## src/rtl/bank_and_pkg.sv

```systemverilog
`timescale 1ns/1ps
// Shared definitions for the banked-register AND unit.
// Assumes a 16-bit instruction word whose top six bits carry the opcode.
package bank_and_pkg;
    localparam logic [5:0] AND_OPCODE = 6'b000101;

    typedef enum logic [1:0] {
        PH_DECODE  = 2'd0,
        PH_READ    = 2'd1,
        PH_PROCESS = 2'd2,
        PH_WRITE   = 2'd3
    } phase_t;
endpackage

```

## src/rtl/bank_and_phase_seq.sv

```systemverilog
`timescale 1ns/1ps
// Four-phase sequencer: decode, read, process, write, repeating.
// Assumes one instruction per four clocks with no stall input.
module bank_and_phase_seq
    import bank_and_pkg::*;
(
    input  logic   clk,
    input  logic   rst_n,
    output phase_t phase
);
    // Advance one phase per clock, wrapping after the write phase.
    always_ff @(posedge clk) begin
        if (!rst_n) begin
            phase <= PH_DECODE;
        end else begin
            case (phase)
                PH_DECODE:  phase <= PH_READ;
                PH_READ:    phase <= PH_PROCESS;
                PH_PROCESS: phase <= PH_WRITE;
                default:    phase <= PH_DECODE;
            endcase
        end
    end
endmodule

```

## src/rtl/bank_and_decode.sv

```systemverilog
`timescale 1ns/1ps
// Field decode and data-address formation for a captured instruction word.
// Assumes the opcode sits in the top six bits, followed by destination and bank bits.
module bank_and_decode
    import bank_and_pkg::*;
#(
    parameter int INSTR_W = 16,
    parameter int BANK_W  = 4,
    parameter int F_W     = 8,
    localparam int ADDR_W = BANK_W + F_W
) (
    input  logic [INSTR_W-1:0] instr,
    input  logic [BANK_W-1:0]  bank_sel,
    output logic               match,
    output logic               to_mem,
    output logic [ADDR_W-1:0]  addr
);
    localparam int D_POS = INSTR_W - 7;
    localparam int A_POS = INSTR_W - 8;

    logic [F_W-1:0] f_sel;
    logic           banked;

    // Split the word into opcode, destination, bank mode and byte address.
    always_comb begin
        match  = (instr[INSTR_W-1 -: 6] == AND_OPCODE);
        to_mem = instr[D_POS];
        banked = instr[A_POS];
        f_sel  = instr[F_W-1:0];
    end

    // Form the data address: banked, or access window split by the byte MSB.
    always_comb begin
        if (banked)
            addr = {bank_sel, f_sel};
        else if (f_sel[F_W-1])
            addr = {{BANK_W{1'b1}}, f_sel};
        else
            addr = {{BANK_W{1'b0}}, f_sel};
    end
endmodule

```

## src/rtl/bank_and_alu.sv

```systemverilog
`timescale 1ns/1ps
// AND datapath with a result register loaded in the process phase.
// Assumes the memory byte is valid during the cycle when load is high.
module bank_and_alu #(
    parameter int DATA_W = 8
) (
    input  logic              clk,
    input  logic              rst_n,
    input  logic              load,
    input  logic [DATA_W-1:0] w_val,
    input  logic [DATA_W-1:0] m_val,
    output logic [DATA_W-1:0] res,
    output logic              neg,
    output logic              zero
);
    // Hold the AND result for the write phase.
    always_ff @(posedge clk) begin
        if (!rst_n)
            res <= '0;
        else if (load)
            res <= w_val & m_val;
    end

    // Derive the sign and zero indications from the held result.
    always_comb begin
        neg  = res[DATA_W-1];
        zero = (res == '0);
    end
endmodule

```

## src/rtl/bank_and_unit.sv

```systemverilog
`timescale 1ns/1ps
// Top of the banked-register AND unit: samples inputs in decode, reads memory,
// forms the result, then commits it to memory or the working register.
// Assumes a synchronous memory returning read data one clock after mem_rd.
module bank_and_unit
    import bank_and_pkg::*;
#(
    parameter int INSTR_W = 16,
    parameter int DATA_W  = 8,
    parameter int BANK_W  = 4,
    parameter int F_W     = 8,
    parameter int STAT_W  = 5,
    parameter int N_BIT   = 4,
    parameter int Z_BIT   = 2,
    localparam int ADDR_W = BANK_W + F_W
) (
    input  logic               clk,
    input  logic               rst_n,
    input  logic [INSTR_W-1:0] instr,
    input  logic [DATA_W-1:0]  w_in,
    input  logic [BANK_W-1:0]  bank_sel,
    input  logic [STAT_W-1:0]  status_in,
    input  logic [DATA_W-1:0]  mem_rdata,
    output logic [ADDR_W-1:0]  mem_addr,
    output logic               mem_rd,
    output logic               mem_wr,
    output logic [DATA_W-1:0]  mem_wdata,
    output logic [DATA_W-1:0]  w_out,
    output logic [STAT_W-1:0]  status_out,
    output logic               illegal,
    output logic [1:0]         phase
);
    phase_t              ph;
    logic [INSTR_W-1:0]  instr_q;
    logic [DATA_W-1:0]   w_q;
    logic [BANK_W-1:0]   bank_q;
    logic [STAT_W-1:0]   stat_q;
    logic                match;
    logic                to_mem;
    logic [ADDR_W-1:0]   addr;
    logic [DATA_W-1:0]   res;
    logic                neg;
    logic                zero;
    logic [STAT_W-1:0]   stat_new;

    bank_and_phase_seq u_seq (
        .clk   (clk),
        .rst_n (rst_n),
        .phase (ph)
    );

    bank_and_decode #(
        .INSTR_W (INSTR_W),
        .BANK_W  (BANK_W),
        .F_W     (F_W)
    ) u_dec (
        .instr    (instr_q),
        .bank_sel (bank_q),
        .match    (match),
        .to_mem   (to_mem),
        .addr     (addr)
    );

    bank_and_alu #(
        .DATA_W (DATA_W)
    ) u_alu (
        .clk   (clk),
        .rst_n (rst_n),
        .load  ((ph == PH_PROCESS) && match),
        .w_val (w_q),
        .m_val (mem_rdata),
        .res   (res),
        .neg   (neg),
        .zero  (zero)
    );

    // Sample the instruction and operands at the end of the decode phase.
    always_ff @(posedge clk) begin
        if (!rst_n) begin
            instr_q <= '0;
            w_q     <= '0;
            bank_q  <= '0;
            stat_q  <= '0;
        end else if (ph == PH_DECODE) begin
            instr_q <= instr;
            w_q     <= w_in;
            bank_q  <= bank_sel;
            stat_q  <= status_in;
        end
    end

    // Merge the new sign and zero bits into the sampled status.
    always_comb begin
        stat_new        = stat_q;
        stat_new[N_BIT] = neg;
        stat_new[Z_BIT] = zero;
    end

    // Drive the memory port from the phase and decoded fields.
    always_comb begin
        mem_addr  = addr;
        mem_wdata = res;
        mem_rd    = (ph == PH_READ) && match;
        mem_wr    = (ph == PH_WRITE) && match && to_mem;
        phase     = ph;
    end

    // Commit working register, status and illegal flag at the end of the write phase.
    always_ff @(posedge clk) begin
        if (!rst_n) begin
            w_out      <= '0;
            status_out <= '0;
            illegal    <= 1'b0;
        end else if (ph == PH_WRITE) begin
            w_out      <= (match && !to_mem) ? res : w_q;
            status_out <= match ? stat_new : stat_q;
            illegal    <= !match;
        end
    end

    // A write must follow a read of the same address two clocks earlier.
    p_wr_after_rd_r8: assert property (@(posedge clk) disable iff (!rst_n)
        mem_wr |-> ($past(mem_rd, 2) && ($past(mem_addr, 2) == mem_addr)));

    // An unrecognised word leaves the memory port idle for its whole cycle.
    p_illegal_quiet_r9: assert property (@(posedge clk) disable iff (!rst_n)
        (ph == PH_DECODE && illegal) |-> (!$past(mem_wr) && !$past(mem_rd, 3)));

    // A memory-destination instruction hands the sampled working register through.
    p_w_hold_r3: assert property (@(posedge clk) disable iff (!rst_n)
        (ph == PH_DECODE && $past(mem_wr)) |-> (w_out == $past(w_q)));

    // Committed flags agree with the result still held for the write.
    p_flags_r6: assert property (@(posedge clk) disable iff (!rst_n)
        (ph == PH_DECODE && $past(ph == PH_WRITE) && !illegal) |->
        ((status_out[Z_BIT] == (mem_wdata == '0)) &&
         (status_out[N_BIT] == mem_wdata[DATA_W-1])));
endmodule

```

## config.mk

```make
export PLATFORM = sky130hd
export DESIGN_NAME = bank_and_unit
export DESIGN_NICKNAME = d
export VERILOG_FILES = /design/src/rtl/bank_and_pkg.sv /design/src/rtl/bank_and_phase_seq.sv /design/src/rtl/bank_and_decode.sv /design/src/rtl/bank_and_alu.sv /design/src/rtl/bank_and_unit.sv
export SDC_FILE = /design/constraint.sdc
export NUM_CORES = 1
export LEC_CHECK = 0
export ABC_AREA = 1
export ABC_CLOCK_PERIOD_IN_PS = 1300
export CORE_MARGIN = 1
export CORE_UTILIZATION = 41
export DETAILED_ROUTE_END_ITERATION = 7
export GPL_TIMING_DRIVEN = 1
export PLACE_DENSITY = 0.76
export SYNTH_ARGS = -nofsm -noshare
export SYNTH_HDL_FRONTEND = slang
export SYNTH_SLANG_ARGS = --single-unit
export TNS_END_PERCENT = 100
```

## constraint.sdc

```tcl
create_clock -name clk -period 1.3 [get_ports clk]
set_input_delay 0.13 -clock clk [delete_from_list [all_inputs] [get_ports clk]]
set_output_delay 0.13 -clock clk [all_outputs]
set_load 0.1 [all_outputs]
```

==> flow_summary.json <==
{
  "status": "finished, violations left",
  "violations": "negative setup slack",
  "die_h_um": 78.37,
  "io_pins": 81,
  "maxCapViolCount": 0,
  "worst_pin_slew_ps": 278.6,
  "synth_ff_type": "dfxtp_1",
  "area_delta_synth_final_pct": 72.37,
  "cts_root_buf": "clkbuf_8",
  "viasPerCell": 4.928,
  "clk_pin_slew_ps": 60,
  "relSlewSlack_pct": 81.38,
  "required_ps": 1170,
  "cts_sinks": 57,
  "grt_pass1_wl_um": 10540,
  "die-area_um2": 6141,
  "critical_path_arrival_ps": 1310,
  "synth_top_area_share_pct": 47.72,
  "finClkSkew_ps": 5.600,
  "grt-ovfl-total": 0,
  "ys_warn_count": 0,
  "synth_area_leader_cell": "dfxtp_1",
  "synthCells": 316,
  "crit_path_start_kind": "register",
  "final_nets": 454,
  "hold_class": "in -> reg",
  "synth_area_um2": 2391,
  "antenna_found_initial": 0,
  "antenna_cells": 0,
  "cts_tree": "done",
  "vias": 2385,
  "drt_iter0_drc": 138,
  "r2r-start": "instr_q[10]",
  "synth.avg_cell_area_um2": 7.567,
  "coreArea_um2": 5574,
  "setup_ws_ps": -142.7,
  "post_route_cells_drive_above_1_share_pct": 33.98,
  "finalWirelength_um": 6830,
  "initial_core_util_pct": 42.90,
  "min_period_over_period_pct": 111.0,
  "dr.pass1.iters": 5,
  "p_per_area_nw_per_um2": 2286,
  "place.gp.congestion": 0.8712,
  "hold_buffers": 0,
  "fp-row-count": 27,
  "rsz0062_at_grt": "yes",
  "critPathMaxFanout": 3,
  "yosysMostFrequentCell": "dfxtp_1",
  "synthDistinctLibCells": 21,
  "cts_buffers": 9,
  "fin_area_um2": 4121,
  "hpwl_um": 4460,
  "finalSetupViolations": 18,
  "slew_violations": 0,
  "grt_max_degree": 28,
  "fin_setup_tns_ps": -980.3,
  "clkLatencyLatePin_ps": 330,
  "grt_pass1_vias": 2354,
  "dp_slack_ps": -8.797,
  "gr-usage-all-layers_pct": 22.09,
  "hold_viol": 0,
  "htree_levels": 3,
  "clock.fmax_ghz": 0.6932,
  "port_buffers": 80,
  "synth_edf_count": 0,
  "period_needed_ps": 1443,
  "ir_drop_v": 0.002304,
  "async_flop_share_pct": 0,
  "ys_seq_area_share_pct": 47.72,
  "synth_fp_nets": 363,
  "dpl_cell_area_um2": 3676,
  "end_kind": "output port",
  "worst-setup-path-type": "reg -> out",
  "die_w_um": 78.37,
  "p_leak_nw": 1.731,
  "wl_per_cell_um": 14.11,
  "cts_max_path_buffers": 2,
  "synth_commonest_cells": "dfxtp_1, nand2_1, nor2_1",
  "synth_area_leaders": "dfxtp_1, nand2_1, o21ai_0",
  "p_total_mw": 9.420,
  "setup.worst_path.start": "instr_q[10]",
  "antenna_left": 0,
  "min_from": "instr[7]",
  "drc_errors": 0,
  "synth_seq_cells": 57
}
-- layout by cell type (no fill, tap or decap) --
master / instances
inv_2: 8
nor2_4: 6
buf_12: 41
nand3_1: 12
clkbuf_16: 2
buf_8: 1
ha_4: 1
ha_1: 2
nand2_4: 1
nand2_1: 45
nor2_1: 42
a21oi_1: 18
nand3_2: 10
inv_1: 25
clkinvlp_4: 2
dfxtp_1: 40
nor3_4: 1
o21ai_1: 13
nand3_4: 1
a21oi_2: 6
nand2_2: 8
clkdlybuf4s50_1: 42
dfxtp_4: 3
o21ai_0: 32
buf_4: 17
inv_4: 2
o21a_1: 1
nor2_8: 1
clkinv_2: 3
dfxtp_2: 14
ha_2: 1
clkbuf_8: 11
-- registers in the layout (all words and copies together) (netlist names) --
signal       flops
bank_q           4
u_alu.res        8
illegal          1
instr_q         16
w_q              8
u_seq.phase      2
status_out       5
stat_q           5
w_out            8
-- critical path: stages (launching register included) --
cell,delay [ps]
dfxtp_2,330
inv_2,50
nor2_4,110
nand3_4,130
nor3_4,170
buf_12,200
-- final timing paths --
kind	end	slack [ps]	cells past startpoint
max reg2reg	u_alu.res[7]	-100	8
min	instr_q[7]	380	3
max	mem_wr	-140	5
min reg2reg	stat_q[0]	450	2
-- logic make-up (layout without fill, tap and decap cells) --
| logic type | Yosys count | in the layout | synth area share, % |
|---|---|---|---|
| flip-flops | 57 | 57 | 47.72 |
| AND/OR/NAND/NOR | 127 | 127 | 24.07 |
| AO/OA/AOI/OAI | 70 | 70 | 14.76 |
| buffers and inverters | 58 | 154 | 11.35 |
| adder cells (fa/ha/maj) | 4 | 4 | 2.093 |
-- per-layer routing --
metal	vias to the layer above	GRT usage [%]	share of wire, %	wire (µm)
met2	97	37.02	50	3394
li1	1176	-	-	-
met5	-	0	0	0
met3	14	5.465	7.2	491
met1	1098	25.79	41	2800
met4	0	12.04	2.1	144
-- final cells by class --
type                    count  area (µm²)
inverters                  35       136.4
fillers                   401        1453
well taps                  72       90.09
flip-flops and latches     57        1170
clock inverters             5       30.03
clock buffers              11       151.4
multi-input cells         201        1110
repair buffers            103        1434
-- through the flow --
| step | utilization [%] | std cells | hold slack, ps |
|---|---|---|---|
| global placement | 65.95 | 457 | 437.0 |
| detailed placement | 65.95 | 457 | 447.9 |
| CTS | 69.94 | 477 | 365.2 |
| finish | 73.94 | 484 | 378.7 |
| floorplan | - | 316 | 264.9 |
| global route | 73.94 | 484 | 383.9 |
-- report_power, final --
part | switching, mW | total, mW | internal, mW | leakage [nW]
logic | 3.25 | 5.24 | 1.98 | 1.16
clock network | 0.689 | 1.47 | 0.784 | 0.0911
registers | 0.421 | 2.71 | 2.29 | 0.476
total | 4.36 | 9.42 | 5.06 | 1.73
-- timing repair --
item | CTS | global route
setup endpoints to repair | 9 | 40
gates cloned | 0 | 2
pin swaps | 4 | 18
buffers inserted | 4 | 5
resized for setup | 9 | 38
No activity file was read; power rests on OpenSTA's default activity.
